$ cat src/rtl/sram_ack_pkg.sv
package sram_ack_pkg;

    typedef enum logic [1:0] {
        ST_IDLE  = 2'd0,
        ST_COUNT = 2'd1,
        ST_ACK   = 2'd2,
        ST_SKIP  = 2'd3
    } ack_state_t;

    typedef struct packed {
        logic as_n;
        logic uds_n;
        logic lds_n;
        logic rw;
    } bus_ctl_t;

    localparam int CTL_W = $bits(bus_ctl_t);

endpackage

$ cat src/rtl/sram_ack_sync.sv
module sram_ack_sync #(
    parameter int          WIDTH     = 4,
    parameter int          STAGES    = 2,
    parameter logic [WIDTH-1:0] RESET_VAL = '1
) (
    input  logic             clk,
    input  logic             rst_n,
    input  logic [WIDTH-1:0] d,
    output logic [WIDTH-1:0] q
);

    logic [WIDTH-1:0] stg [STAGES];

    genvar g;
    generate
        for (g = 0; g < STAGES; g++) begin : g_stage
            if (g == 0) begin : g_first
                always_ff @(posedge clk or negedge rst_n) begin
                    if (!rst_n) stg[g] <= RESET_VAL;
                    else        stg[g] <= d;
                end
            end else begin : g_next
                always_ff @(posedge clk or negedge rst_n) begin
                    if (!rst_n) stg[g] <= RESET_VAL;
                    else        stg[g] <= stg[g-1];
                end
            end
        end
    endgenerate

    assign q = stg[STAGES-1];

endmodule

$ cat src/rtl/sram_ack_decode.sv
module sram_ack_decode #(
    parameter int                ADDR_W = 23,
    parameter logic [ADDR_W-1:0] MASK   = 23'h78_0000,
    parameter logic [ADDR_W-1:0] BASE   = '0
) (
    input  logic [ADDR_W-1:0] addr,
    output logic              hit
);

    always_comb begin
        hit = ((addr & MASK) == (BASE & MASK));
    end

endmodule

$ cat src/rtl/sram_ack_counter.sv
module sram_ack_counter #(
    parameter int WAIT_CYC = 3,
    parameter int CNT_W    = (WAIT_CYC < 2) ? 1 : $clog2(WAIT_CYC)
) (
    input  logic             clk,
    input  logic             rst_n,
    input  logic             clear,
    input  logic             run,
    output logic             done,
    output logic [CNT_W-1:0] cnt
);

    localparam logic [CNT_W-1:0] LAST = CNT_W'(WAIT_CYC - 1);

    always_comb begin
        done = (cnt >= LAST);
    end

    always_ff @(posedge clk or negedge rst_n) begin
        if (!rst_n)             cnt <= '0;
        else if (clear)         cnt <= '0;
        else if (run && !done)  cnt <= cnt + CNT_W'(1);
    end

endmodule

$ cat src/rtl/sram_ack_gen.sv
module sram_ack_gen
    import sram_ack_pkg::*;
#(
    parameter int                ADDR_W      = 23,
    parameter int                WAIT_CYC    = 3,
    parameter int                SYNC_STAGES = 2,
    parameter logic [ADDR_W-1:0] WIN_MASK    = 23'h78_0000,
    parameter logic [ADDR_W-1:0] WIN_BASE    = '0
) (
    input  logic              clk,
    input  logic              rst_n,
    input  logic              as_n,
    input  logic              uds_n,
    input  logic              lds_n,
    input  logic              rw,
    input  logic [ADDR_W-1:0] addr,
    output logic              sram_cs_n,
    output logic              sram_oe_n,
    output logic              sram_we_hi_n,
    output logic              sram_we_lo_n,
    output logic              dtack_n
);

    localparam int CNT_W = (WAIT_CYC < 2) ? 1 : $clog2(WAIT_CYC);

    bus_ctl_t   ctl_raw;
    bus_ctl_t   ctl_s;
    logic       as_sn;
    logic       hit;
    logic       start;
    logic       cnt_done;
    logic       cnt_clear;
    logic       cnt_run;
    logic [CNT_W-1:0] cnt;
    ack_state_t state_q;
    ack_state_t state_d;
    logic       active;

    assign ctl_raw = '{as_n: as_n, uds_n: uds_n, lds_n: lds_n, rw: rw};

    sram_ack_sync #(
        .WIDTH    (CTL_W),
        .STAGES   (SYNC_STAGES),
        .RESET_VAL(4'b1111)
    ) u_sync (
        .clk  (clk),
        .rst_n(rst_n),
        .d    (ctl_raw),
        .q    (ctl_s)
    );

    assign as_sn = ctl_s.as_n;

    sram_ack_decode #(
        .ADDR_W(ADDR_W),
        .MASK  (WIN_MASK),
        .BASE  (WIN_BASE)
    ) u_dec (
        .addr(addr),
        .hit (hit)
    );

    sram_ack_counter #(
        .WAIT_CYC(WAIT_CYC),
        .CNT_W   (CNT_W)
    ) u_cnt (
        .clk  (clk),
        .rst_n(rst_n),
        .clear(cnt_clear),
        .run  (cnt_run),
        .done (cnt_done),
        .cnt  (cnt)
    );

    assign cnt_run   = (state_q == ST_COUNT);
    assign cnt_clear = (state_q != ST_COUNT);
    assign start     = !ctl_s.as_n && (!ctl_s.uds_n || !ctl_s.lds_n);

    always_comb begin
        state_d = state_q;
        unique case (state_q)
            ST_IDLE: begin
                if (start) state_d = hit ? ST_COUNT : ST_SKIP;
            end
            ST_COUNT: begin
                if (ctl_s.as_n)    state_d = ST_IDLE;
                else if (cnt_done) state_d = ST_ACK;
            end
            ST_ACK: begin
                if (ctl_s.as_n) state_d = ST_IDLE;
            end
            ST_SKIP: begin
                if (ctl_s.as_n) state_d = ST_IDLE;
            end
            default: state_d = ST_IDLE;
        endcase
    end

    always_ff @(posedge clk or negedge rst_n) begin
        if (!rst_n) state_q <= ST_IDLE;
        else        state_q <= state_d;
    end

    always_comb begin
        active       = (state_q == ST_COUNT) || (state_q == ST_ACK);
        sram_cs_n    = !active;
        sram_oe_n    = !(active && ctl_s.rw);
        sram_we_hi_n = !(active && !ctl_s.rw && !ctl_s.uds_n);
        sram_we_lo_n = !(active && !ctl_s.rw && !ctl_s.lds_n);
        dtack_n      = !(state_q == ST_ACK);
    end

endmodule

$ cat config.mk
export PLATFORM = sky130hd
export DESIGN_NAME = sram_ack_gen
export DESIGN_NICKNAME = d
export VERILOG_FILES = /design/src/rtl/sram_ack_pkg.sv /design/src/rtl/sram_ack_sync.sv /design/src/rtl/sram_ack_decode.sv /design/src/rtl/sram_ack_counter.sv /design/src/rtl/sram_ack_gen.sv
export SDC_FILE = /design/constraint.sdc
export NUM_CORES = 1
export LEC_CHECK = 0
export CELL_PAD_IN_SITES_DETAIL_PLACEMENT = 2
export CELL_PAD_IN_SITES_GLOBAL_PLACEMENT = 2
export CORE_MARGIN = 2
export CORE_UTILIZATION = 35
export DETAILED_ROUTE_END_ITERATION = 7
export DONT_BUFFER_PORTS = 1
export PLACE_DENSITY = 0.73
export SLEW_MARGIN = 10
export SYNTH_ARGS = -nofsm -noshare
export SYNTH_HDL_FRONTEND = slang
export SYNTH_SLANG_ARGS = --single-unit
$ cat constraint.sdc
create_clock -name clk -period 3.4 [get_ports clk]
set_input_delay 0.17 -clock clk [delete_from_list [all_inputs] [get_ports clk]]
set_output_delay 0.17 -clock clk [all_outputs]
set_load 0.05 [all_outputs]
* After elaboration in Yosys (flattened, before gate mapping)
Cells that the tools add are included.
** Cells by class
- $add $sub $neg :: 1
- Order comparisons :: 1
- Eq/ne operators :: 7
- Muxes and demuxes :: 8
- Reduce and logical (&&, ||, !) cells :: 23
** Operators with widths (number)
- $logic_not A23 Y1 :: 1
- $mux W2 :: 7
- $logic_not A1 Y1 :: 10
- $logic_and A1 B1 Y1 :: 6
- $pmux W2 S3 :: 1
- $eq A2 B2 Y1 const B :: 2
- $ne A2 B1 Y1 const B :: 2
- $ne A3 B3 Y1 const B :: 1
- $reduce_and A3 Y1 :: 1
- $add A2 B1 Y2 const B :: 1
- $eq A2 B1 Y1 const B :: 1
- $ge A2 B2 Y1 const B :: 1
- $logic_not A2 Y1 :: 1
- $logic_or A1 B1 Y1 :: 2
- $ne A2 B2 Y1 const B :: 1
- $reduce_bool A2 Y1 :: 1
- $reduce_or A2 Y1 :: 1
** Word-level totals
- Register bits :: 12
- Input bits :: 29
- Logic and storage cells :: 44

* Longest topological paths before layout
Gate-level depths: netlist of the first run.
- Depth after elaboration :: 5
- Gate-level depth with buffers :: 5

* Modules after synthesis
From an unflattened synthesis of the first run, not the netlist that was laid out.
** Unflattened totals
- Cell total of the unflattened synthesis :: 50
- Area, all modules :: 591.8 um^2
** Modules (own cells, without submodules)
- sram_ack_sync :: instances 1, cells an instance 12, area each 240.2 um^2
- sram_ack_gen :: instances 1, cells an instance 25, area each 212.7 um^2
- sram_ack_counter :: instances 1, cells an instance 12, area each 126.4 um^2
- sram_ack_decode :: instances 1, cells an instance 1, area each 12.5 um^2

* Worst setup path after synthesis of the first run
OpenSTA, ideal clock, no wires.
- Path type :: reg-to-output
- From :: reg state_q[0]
- To :: out sram_we_hi_n
- Arrival :: 1538 ps
- Data required time :: 3230 ps
- Path slack :: 1692 ps
- Cell stages (with the launch flop) :: 5
- Buffers on the path :: 0
- Cells stage by stage :: dfrtp_1 inv_1 ha_1 inv_1 or3_1
** On the way
- Longest elaborated chain between the ends :: 5
** Ends and longest elaborated chain
- start: declaration :: line sram_ack_gen.sv:35 : ack_state_t state_q;
- start signal: assignment :: line sram_ack_gen.sv:101 : else state_q <= state_d;
- $eq A2 B1 Y1 or $eq A2 B2 Y1 (tied branches) :: line sram_ack_gen.sv:105 : active = (state_q == ST_COUNT) || (state_q == ST_ACK);
- $logic_or A1 B1 Y1 * :: line sram_ack_gen.sv:105
- $logic_and A1 B1 Y1 * (2 in a row) :: line sram_ack_gen.sv:108 : sram_we_hi_n = !(active && !ctl_s.rw && !ctl_s.uds_n);
- $logic_not A1 Y1 * :: line sram_ack_gen.sv:108
- end: declaration :: line sram_ack_gen.sv:19 : output logic sram_we_hi_n,
Every way passes the cells marked *; elsewhere a longest branch is shown, timed or not.

* Final worst setup path of the first run
Same ends and word-level chain as after synthesis.

==> flow_metrics.tcl, run 1 <==
set metrics [dict create \
    via_count 324 \
    firstDrtPassIters 2 \
    grtUsageTotal 0.127 \
    tightest_slew_ps 518 \
    gp_congestion 0.647 \
    internal-power_uw 322 \
    tritoncts "built" \
    drc 0 \
    syn-cell-area_um2 533 \
    skew_ps 2.83 \
    syn2layout_area_growth_pct 20.0 \
    finish.utilization 0.435 \
    grt_pass1_wl_mm 1.66 \
    synth_top_area_frac 0.394 \
    dieWidth_um 43.0 \
    ant_nets 0 \
    switching_power_uw 269 \
    yosys_warnings 0 \
    endpoint_kind "output pin" \
    p_leak_uw 0.000288 \
    synth_cell_types 17 \
    clock_latency_ps 260 \
    combPwrFrac 0.492 \
    die-area_um2 1850 \
    max_cap_violations 0 \
    final_common_cell "dfstp_2" \
    rsz0062_at_grt "no" \
    io-pin-count 34 \
    fin_nets 86 \
    ys_ff_latch 12 \
    layout-drive-gt1-share 0.280 \
    die_y_um 43.0 \
    n_antenna_cell 0 \
    cp_data_arrival_time_ps 1910 \
    synth_area_leaders "dfstp_2 39%, dfrtp_1 19%, ha_1 14%, inv_1 4.2%, or3_1 3.5%" \
    clockBufferDepth 2 \
    fin_setup_tns_ps 0 \
    coreArea_um2 1470 \
    routedWlPerCell_um 14.8 \
    critPathMaxFanout 4 \
    synthXorXnorAreaFrac 0 \
    post-route-period-util 0.611 \
    synth.area.mux_share 0.0469 \
    port_buffers 0 \
    worstPathRequired_ps 3230 \
    critPathLaunchType "flip-flop" \
    min_period_ps 2080 \
    yosysTopAreaCell "dfstp_2" \
    power_frac_clock 0.182 \
    seq_power_share 0.326 \
    fp-row-count 14 \
    setup_viol 0 \
    overflow 0 \
    synth-compound-area-share 0.0845 \
    dpl.hpwl_um 784 \
    cts_root_buffer "clkbuf_4" \
    initial_core_util 0.362 \
    grt_pass1_vias 377 \
    outcome "finished, final reports clean" \
    clkTransAtPathRegs_ps 70 \
    syn_area_per_cell_um2 13.0 \
    synthAdderAreaFrac 0.141 \
    maxSlewHeadroom 0.654 \
    cts.sinks 12 \
    synth_top_family_by_area "adder cells" \
    antenna_found_initial 0 \
    yosysSeqAreaShare 0.582 \
    htreeDepth 1 \
    netlist_instances 41 \
    vdd_ir_drop_max_mv 0.387 \
    worstSetupPathType "reg2out" \
    report.final.slew_viol_count 0 \
    pwr_density_cell_nw_per_um2 925 \
    switching_share 0.455 \
    hold_class "in2reg" \
    viasPerCell 4.91 \
    layout_common_cells "8 x dfstp_2, 6 x inv_1, 6 x ha_1" \
    fmax_ghz 0.482 \
    routed_wl_um 974 \
    synth-simple-area-share 0.103 \
    grt_max_degree 13 \
    syn_nets 76 \
    cts_buffers 3 \
    initialDrtViolationCount 1 \
    finalHoldViolations 0 \
]
-- cell type report --
| cell class | count | area (um^2) |
|---|---|---|
| Sequential cell | 12 | 310 |
| Timing Repair Buffer | 5 | 50.0 |
| Clock buffer | 4 | 36.3 |
| Fill cell | 153 | 832 |
| Multi-Input combinational cell | 23 | 200 |
| Inverter | 6 | 22.5 |
| Tap cell | 16 | 20.0 |
-- registers in the layout (all words and copies together), names as in the netlist --
register,flops
u_sync.q,4
u_sync.stg,4
state_q,2
u_cnt.cnt,2
-- path summary, 6_finish.rpt --
| path | end | startpoint | slack [ps] | cells past startpoint |
|---|---|---|---|---|
| setup / recovery | sram_we_hi_n | state_q[0] | 1320 | 4 |
| hold / removal | state_q[1] | addr[19] | 210 | 3 |
| setup reg to reg | state_q[0] | state_q[1] | 1560 | 5 |
| hold reg to reg | u_sync.q[3] | u_sync.stg[7] | 360 | 0 |
| max in group asynchronous | u_sync.stg[5] | rst_n | 2720 | 1 |
| min in group asynchronous | u_cnt.cnt[0] | rst_n | 320 | 1 |
-- logic make-up after synthesis --
family	count (synthesis)
flip-flops	12
AND/OR/NAND/NOR	9
AO/OA/AOI/OAI	6
buffers and inverters	6
adder cells (fa/ha/maj)	6
multiplexers	2
-- routing by layer --
metal,track usage,vias up,share of wire
met4,0.0545,0,0.0062
li1,-,155,-
met3,0.0383,2,0.017
met5,0,-,0
met2,0.230,3,0.61
met1,0.133,164,0.37
-- timing repair --
item / CTS / global route
endpoints found under the hold margin: 16 / 0
hold buffers: 5 / 0
gates resized for setup: 0 / 0
buffers inserted: 0 / 0
setup endpoints to repair: 0 / 0
-- Yosys cell counts, drive strengths merged --
| cell | n |
|---|---|
| a21oi | 2 |
| inv | 6 |
| dfrtp | 4 |
| o21a | 1 |
| a21boi | 1 |
| nand2 | 1 |
| mux2 | 1 |
| mux2i | 1 |
| nor3b | 1 |
| ha | 6 |
| nor2 | 2 |
| dfstp | 8 |
| or3 | 3 |
| or4 | 1 |
| or4b | 1 |
| o221ai | 1 |
| o21ai | 1 |
-- stage by stage --
stage	power [uW]	cells	hold WS (ps)	instance area, um^2	worst slack (ps)
3_5_place_dp	483	57	-125	553	1570
2_1_floorplan	439	41	-126	533	1690
3_3_place_gp	459	57	-125	553	1640
4_1_cts	601	66	208	639	1290
5_1_grt	635	66	263	639	1230
6_report	591	66	208	639	1320
-- critical path, stage by stage (launching register included) --
cell and delay [ps]:
dfrtp_1 400, inv_1 90, ha_1 310, inv_1 350
or3_1 480
-- power by group through the flow --
stage	logic (uW)	registers (uW)	clock network [uW]
final	291	193	108
after global routing	317	198	119
after CTS	295	194	113
after detailed placement	287	196	0
after global placement	268	191	0
after floorplan	250	189	0
No activity file was read; power rests on OpenSTA's default activity.
==> inputs of run 2 (changes only) <==
--- a/config.mk
+++ b/config.mk
@@ -8,10 +8,10 @@
 export CELL_PAD_IN_SITES_DETAIL_PLACEMENT = 2
 export CELL_PAD_IN_SITES_GLOBAL_PLACEMENT = 2
 export CORE_MARGIN = 2
-export CORE_UTILIZATION = 35
+export CORE_UTILIZATION = 29
 export DETAILED_ROUTE_END_ITERATION = 7
 export DONT_BUFFER_PORTS = 1
-export PLACE_DENSITY = 0.73
+export PLACE_DENSITY = 0.65
 export SLEW_MARGIN = 10
 export SYNTH_ARGS = -nofsm -noshare
 export SYNTH_HDL_FRONTEND = slang
==> constraint.sdc (replaced) <==
create_clock -name clk -period 1.9 [get_ports clk]
set_input_delay 0.095 -clock clk [delete_from_list [all_inputs] [get_ports clk]]
set_output_delay 0.095 -clock clk [all_outputs]
set_load 0.05 [all_outputs]
==> run 2 against run 1 <==
Against the previous run: clock power increased by 86%; clock skew decreased by 2.3 ps; first-iteration DRC count decreased by 100%; cell count increased by 18%; die area increased by 19%; flip-flop and latch count unchanged; sequential power increased by 80%; via count increased by 4.6%; register-to-register slack got worse by 1400 ps; worst hold slack got worse by 84 ps; global-route usage increased by 0.68 points.
==> flow_metrics.tcl, run 2 (synthesis gave the netlist of run 1 again) <==
set metrics [dict create \
    overflow 0 \
    clock_latency_ps 270 \
    reg2reg_slack_ps 130 \
    initialDrtViolationCount 0 \
    firstDrtPassIters 1 \
    hp-start "addr[19]" \
    worstSetupPathType "reg2reg" \
    initial_core_util 0.309 \
    rr_startpoint "u_cnt.cnt[0]" \
    fin_nets 89 \
    skew_ps 0.531 \
    port_buffers 0 \
    place_area_um2 587 \
    cts.sinks 12 \
    critPathBufInv 1 \
    routed_wl_mm 1.05 \
    tightest_slew_ps 505 \
    tritoncts "built" \
    seq_power_share 0.311 \
    p_leak_uw 0.000299 \
    path_cells "inv_1 > ha_1 > or4b_1 > o221ai_2 > mux2_4" \
    cp_data_arrival_time_ps 1930 \
    hold-worst-slack_ps 124 \
    switching_power_uw 498 \
    critPathMaxFanout 4 \
    io-pin-count 34 \
    dieWidth_um 46.9 \
    syn2layout_area_growth_pct 26.8 \
    vdd_ir_drop_max_mv 0.649 \
    coreArea_um2 1730 \
    fp-row-count 15 \
    design_area_um2 676 \
    min_path_cells 3 \
    rsz0062_at_grt "no" \
    outcome "finished, final reports clean" \
    htreeDepth 1 \
    finalHoldViolations 0 \
    ant_nets 0 \
    endpoint_kind "flip-flop" \
    viasPerCell 4.35 \
    maxSlewHeadroom 0.662 \
    die-area_um2 2200 \
    cts_root_buffer "clkbuf_4" \
    grtUsageTotal 0.133 \
    power_frac_clock 0.179 \
    critPathTopFamily "simple AND/OR/NAND/NOR gates" \
    final_common_cell "dfstp_2" \
    via_count 339 \
    critPathLaunchType "flip-flop" \
    die_y_um 46.9 \
    clkTransAtPathRegs_ps 80 \
    grt_pass1_vias 429 \
    grt_pass1_wl_mm 1.96 \
    setup_viol 0 \
    drc 0 \
    rr_worst_depth 5 \
    hold_class "in2reg" \
    max_stage_delay_ps 550 \
    grt_max_degree 13 \
    n_antenna_cell 0 \
    switching_share 0.445 \
    hold_end "state_q[1]" \
    layout-drive-gt1-share 0.358 \
    rr_endpoint "state_q[0]" \
    worstPathRequired_ps 2060 \
    max_cap_violations 0 \
    pwr_density_cell_nw_per_um2 1660 \
    report.final.slew_viol_count 0 \
    critical_path.slowest_cell "or4b_1" \
    clockBufferDepth 2 \
    nFillCells 190 \
    layout_common_cells "8 x dfstp_2, 5 x inv_1, 5 x ha_1, 5 x dlygate4sd3_1, 4 x dfrtp_1" \
    gp_congestion 0.665 \
    internal-power_uw 620 \
    post-route-period-util 0.932 \
    fmax_ghz 0.565 \
    min_period_ps 1770 \
    combPwrFrac 0.510 \
    fin_setup_tns_ps 0 \
    cts_buffers 3 \
    antenna_found_initial 0 \
    routedWlPerCell_um 13.5 \
]
## run 2: cell count changes in the layout (fill, tap and decap cells not counted)
cell / previous run / this run
ha_1: 6 / 5
inv_2: 0 / 1
inv_1: 6 / 5
ha_2: 0 / 1
buf_4: 0 / 3
## run 2: per-stage QoR
| step | util | setup slack (ps) | power, uW | cells |
|---|---|---|---|---|
| 2_1_floorplan | - | 263 | 785 | 41 |
| 3_3_place_gp | 0.340 | 164 | 870 | 69 |
| 3_5_place_dp | 0.340 | 72.0 | 910 | 69 |
| 4_1_cts | 0.390 | 57.8 | 1130 | 78 |
| 5_1_grt | 0.391 | 24.5 | 1200 | 78 |
| 6_report | 0.391 | 129 | 1120 | 78 |
## run 2: repair_timing
item | 4_1_cts | 5_1_grt
endpoints found under the setup margin | 0 | 1
hold buffers | 5 | 0
setup buffers | 0 | 0
hold endpoints to repair | 16 | 0
gates resized for setup | 0 | 2
## run 2: power by group through the flow
stage	Sequential, uW	Clock [uW]	Combinational (uW)
floorplan	338	0	447
global placement	341	0	529
detailed placement	350	0	560
CTS	347	207	577
global route	358	217	628
finish	348	201	570
## run 2: worst min-delay path, stage by stage
cell and delay [ps]:
or4_1 80, a21oi_1 60, mux2i_1 110
## run 2: layout make-up
class	count	area [um^2]	area share
flip-flops and latches	12	310	0.459
well taps	25	31.3	0.0463
multi-input cells	23	203	0.300
repair buffers	8	72.6	0.107
clock buffers	4	36.3	0.0537
inverters	6	22.5	0.0333
## run 2: worst max path at each step
stage	startpoint	to	slack (ps)	cells past startpoint
after floorplan	state_q[1]	state_q[0]	260	5
after global placement	state_q[1]	state_q[0]	160	5
after detailed placement	state_q[1]	state_q[0]	70	5
after CTS	state_q[1]	state_q[0]	60	5
after global routing	state_q[0]	sram_we_lo_n	20	5
final	u_cnt.cnt[0]	state_q[0]	130	5
## run 2: per-layer routing
metal,global-route usage,wire [um],vias up
met3,0.0346,21,2
met4,0.0667,12,0
met1,0.167,450,173
li1,-,-,160
met2,0.214,567,4
met5,0,0,-
